===== src/rtl/pbit_array.sv =====
`timescale 1ns/1ps
module pbit_array #(
  parameter int N = 8,
  parameter int WW = 8,
  parameter int RW = 16,
  parameter logic [RW-1:0] TAPS = 16'hB400,
  parameter logic [RW-1:0] SEED = 16'hACE1,
  localparam int NE = N*N + N,
  localparam int AW = $clog2(NE)
) (
  input  logic          clk,
  input  logic          rst_n,
  input  logic          wr_en,
  input  logic [AW-1:0] wr_addr,
  input  logic [WW-1:0] wr_data,
  input  logic          run,
  output logic          sample_valid,
  output logic [N-1:0]  sample
);
  localparam int IW = $clog2(N);
  localparam int SW = WW + $clog2(N) + 1;
  localparam int MAXI = 2**(WW-1) - 1;
  localparam int MINI = -(2**(WW-1));

  logic signed [WW-1:0] stg [NE];
  logic signed [WW-1:0] stg_nx [NE];
  logic signed [WW-1:0] act [NE];
  logic [N-1:0]  m, m_upd;
  logic [IW-1:0] idx;
  logic [RW-1:0] lfsr;
  logic signed [SW-1:0] acc;
  logic signed [WW-1:0] isat, rnd;
  logic last, m_new;

  assign last  = (idx == IW'(N-1));
  assign rnd   = lfsr[WW-1:0];
  assign m_new = isat > rnd;

  always_comb begin
    acc = SW'(act[N*N + int'(idx)]);
    for (int j = 0; j < N; j++)
      if (j != int'(idx))
        acc = m[j] ? acc + SW'(act[int'(idx)*N + j]) : acc - SW'(act[int'(idx)*N + j]);
    if (acc > SW'(MAXI))      isat = WW'(MAXI);
    else if (acc < SW'(MINI)) isat = WW'(MINI);
    else                      isat = WW'(acc);
  end

  always_comb begin
    m_upd = m;
    m_upd[idx] = m_new;
  end

  always_comb begin
    stg_nx = stg;
    if (wr_en && int'(wr_addr) < NE) stg_nx[wr_addr] = wr_data;
  end

  always_ff @(posedge clk) begin
    if (!rst_n) begin
      for (int k = 0; k < NE; k++) begin
        stg[k] <= '0;
        act[k] <= '0;
      end
      m <= '0;
      idx <= '0;
      lfsr <= SEED;
      sample <= '0;
      sample_valid <= 1'b0;
    end else begin
      stg <= stg_nx;
      if (!run || last) act <= stg_nx;
      sample_valid <= run && last;
      if (run) begin
        m <= m_upd;
        lfsr <= {1'b0, lfsr[RW-1:1]} ^ (lfsr[0] ? TAPS : '0);
        idx <= last ? '0 : idx + 1'b1;
        if (last) sample <= m_upd;
      end else begin
        idx <= '0;
      end
    end
  end

  a_r7_valid_pulse: assert property (@(posedge clk) disable iff (!rst_n)
    sample_valid |=> !sample_valid);
  a_r7_sample_hold: assert property (@(posedge clk) disable iff (!rst_n)
    !sample_valid |-> $stable(sample));
  a_r7_valid_after_last: assert property (@(posedge clk) disable iff (!rst_n)
    (run && last) |=> sample_valid);
  a_r6_index_step: assert property (@(posedge clk) disable iff (!rst_n)
    (run && !last) |=> (idx == $past(idx) + 1'b1));
  a_r9_idle_hold: assert property (@(posedge clk) disable iff (!rst_n)
    !run |=> ($stable(lfsr) && $stable(m) && idx == '0));
  a_r5_lfsr_live: assert property (@(posedge clk) disable iff (!rst_n)
    lfsr != '0);
endmodule


===== config.mk =====
export PLATFORM = sky130hd
export DESIGN_NAME = pbit_array
export DESIGN_NICKNAME = d
export VERILOG_FILES = /design/src/rtl/pbit_array.sv
export SDC_FILE = /design/constraint.sdc
export NUM_CORES = 2
export LEC_CHECK = 0
export ABC_AREA = 1
export BUFFER_PORTS_ARGS = -buffer_cell sky130_fd_sc_hd__buf_2
export CAP_MARGIN = 10
export CORE_AREA = 10 10 393 395
export DETAILED_ROUTE_END_ITERATION = 10
export DIE_AREA = 0 0 403 405
export SLEW_MARGIN = 20
export SYNTH_ARGS = -nofsm -noshare
export SYNTH_HDL_FRONTEND = slang
export SYNTH_SLANG_ARGS = --single-unit

===== constraint.sdc =====
create_clock -name clk -period 12.9 [get_ports clk]
set_input_delay 2.58 -clock clk [delete_from_list [all_inputs] [get_ports clk]]
set_output_delay 2.58 -clock clk [all_outputs]
set_load 0.01 [all_outputs]

==> metrics.txt <==
Slew Viols, Final 0; Sequential Area 23790 um^2; register area share after synthesis 0.4658; Worst Setup End Kind register; Critical Path RT 13.54 ns; Hold Fails Final Rpt 0; hold buffers post-CTS 0; Die ar. 163200 um^2; via count 43652; GRT overflow 0; Hold Startpoint act[87]; total of max-cap violations 0; Post-Place Worst Slack 0.3272 ns; initial antenna violation count 17; DRT antenna net count 0; status complete, no violations; asr flop ratio synth 0; number of register bits inferred by synthesis 1188; Nets 6591; DP HPWL 101900 um; Hold Crit Depth 2; Crit-path slowest cell fa_1; Fill cells 15041; Least-Margin Pin Slew 1.229 ns; final setup vio count 0; Tcrit/Tclk final 0.9303; final wirelength 159400 um; CTS Root Buffer Type clkbuf_16; Clock Path Buffers 3; crit path DAT 12.64 ns; layout cells sized above 1 0.08041; crit-path max cell delay 0.46 ns; Worst Hold End act[87]; GRT Total Usage 0.1875; row count 141; drt pass-1 iters 5; Mapped Nets 6690; top_reg_cell synth dfxtp_1; Inserted Clock Buffers 116; reg2reg start idx[1]; flop-to-flop setup slack 0.90 ns; Final WS setup 0.8993 ns; I/O Buffers 27; initial core utilization 0.3478; fmax 83.33 MHz; Crit. Startpoint idx[1]; H-tree depth 3; largest net degree at the start of global routing 223; Netlist cell types 57; min Tclk post-route 12.00 ns; Clock Sinks 1188; vias in the first global route 39861; die height 405 um; crit-path most repeated cell nand2_1; area grow syn2layout 13.20%; DR WL/cell 18.78 um; Iter 0 DRT Violations 4033; CTS tree yes; class of the tightest hold or removal check reg2reg; critical path class reg2reg; synthesized area 51060 um^2; final weighted congestion in routability-driven placement 0.9128; Mapped Cells 6557; clock skew 0.03793 ns; Crit Reg-Reg Endpoint sample[0]; Worst-path clk slew 0.06 ns; Post-synth EDFFs 0; Syn. warnings 0; first-pass GRT wire length 242000 um; Die Width 403 um; Relative slew margins 0.1806; Via-to-Cell Ratio 5.143; clock latency on the worst-skew pair 0.75 ns; Setup crit start kind register; drt drc 0; R2R cell count 82; multi-input logic area 23930 um^2; Core Area 146800 um^2; Mean Syn Cell Area 7.787 um^2; worst-path maximum fanout 8; Ports 28
## timing repair
item,in CTS,in global routing
setup buffers,0,10
endpoints found under the setup margin,0,16
gates resized for setup,0,93
## registers in the layout (all words and copies together), names as in the netlist
register      count
stg             576
idx               3
sample_valid      1
sample            8
m                 8
lfsr             16
act             576
## layer usage
metal  share of wire  up-vias  track usage
li1                -    21684            -
met1            0.46    20634       0.2578
met2            0.45     1086       0.3039
met3           0.062      228      0.02562
met4           0.027       20      0.05625
met5         0.00072        -            0
## kinds of logic (layout without fill, tap and decap cells)
kind of cell,after synthesis,in the layout,synth area share
xor+xnor,80,80,0.01372
compound gates,1491,1491,0.1846
buf+inv,928,925,0.07082
simple gates,2553,2553,0.1961
flops,1188,1188,0.4658
other cells,0,3,0
fa+ha+maj,114,114,0.02911
mux,203,203,0.03980
## stage by stage
stage	cell area [um^2]	TNS [ns]	hold WS [ns]	instances	utilization
2_1_floorplan	51060	0	0.4260	6557	-
6_report	57790	0	0.4460	8487	0.3937
3_5_place_dp	53340	0	0.4387	8260	0.3634
4_1_cts	57380	0	0.4481	8474	0.3909
5_1_grt	57790	-2.126	0.4756	8484	0.3937
3_3_place_gp	53330	0	0.4352	8260	0.3633
## cell type report
cell class / count / area share
clock buffer: 165 / 0.05739
tap: 1930 / 0.04178
multi-input combinational: 4441 / 0.4140
inverter: 496 / 0.03278
antenna: 3 / 0.0001299
timing repair buffer: 215 / 0.02964
clock inverter: 49 / 0.01264
sequential: 1188 / 0.4116
## worst max path at each step
stage,end,slack [ns],cells after the start
2_1_floorplan,m[3],1.03,82
3_3_place_gp,sample[0],0.38,92
3_5_place_dp,sample[0],0.33,90
4_1_cts,sample[0],0.28,90
5_1_grt,sample[0],-0.17,91
6_report,sample[0],0.90,82
## cell usage after synthesis, types with 2 or more instances
cell type / number / share of area
a22oi_1: 50 / 0.0074
o21ai_0: 448 / 0.044
buf_1: 12 / 0.00088
nor4_1: 3 / 0.00037
o21a_1: 14 / 0.0021
mux2i_1: 203 / 0.040
a31oi_1: 5 / 0.00061
and3_1: 2 / 0.00025
o2111ai_1: 2 / 0.00034
xor2_1: 57 / 0.0098
inv_2: 21 / 0.0015
clkbuf_1: 364 / 0.027
a211oi_1: 482 / 0.071
o2bb2ai_1: 10 / 0.0017
nand3_2: 5 / 0.00098
o31ai_1: 11 / 0.0016
o22ai_1: 27 / 0.0033
nor2_1: 1270 / 0.093
nor3_1: 55 / 0.0054
buf_6: 6 / 0.0013
a221oi_1: 64 / 0.011
buf_4: 9 / 0.0013
dfxtp_1: 1188 / 0.47
o211ai_1: 3 / 0.00044
xnor2_1: 23 / 0.0039
a21boi_0: 5 / 0.00074
and2_1: 8 / 0.00098
a221oi_2: 4 / 0.0012
or2_2: 15 / 0.0018
inv_1: 458 / 0.034
a21o_1: 4 / 0.00059
a21oi_1: 281 / 0.028
nand3_1: 80 / 0.0078
o21ai_2: 2 / 0.00034
a22o_1: 32 / 0.0055
nand4_1: 38 / 0.0047
nand2_1: 1062 / 0.078
buf_2: 41 / 0.0040
o21ai_1: 32 / 0.0031
ha_1: 106 / 0.026
nand3b_1: 5 / 0.00074
fa_1: 8 / 0.0031
clkinv_1: 16 / 0.0012
o21bai_1: 10 / 0.0015
nand2_2: 4 / 0.00049
## placed cells by master (no fill, tap or decap), types with 23 or more instances in the layout
cell type     n
nor2_1     1253
dfxtp_1    1186
nand2_1    1059
a211oi_1    481
inv_1       455
o21ai_0     425
a21oi_1     279
mux2i_1     203
buf_4       173
clkbuf_16   116
ha_1        100
nand3_1      80
a221oi_1     58
xor2_1       56
nor3_1       55
a22oi_1      50
o21ai_1      42
nand4_1      38
a22o_1       32
o22ai_1      26
clkinv_2     26
clkbuf_1     26
buf_2        26
xnor2_1      23
clkbuf_8     23
## worst max-delay path: cells and delay by family, from the launching register on
family	cells	cell delay, ns
xor+xnor	1	0.17
simple gates	27	2.58
flops	1	0.32
compound gates	25	3.73
fa+ha+maj	10	3.50
buf+inv	19	1.59
Power is left out: the tool's default activity adds up to more than one toggle a clock period on the data nets, which glitch-free logic cannot reach.
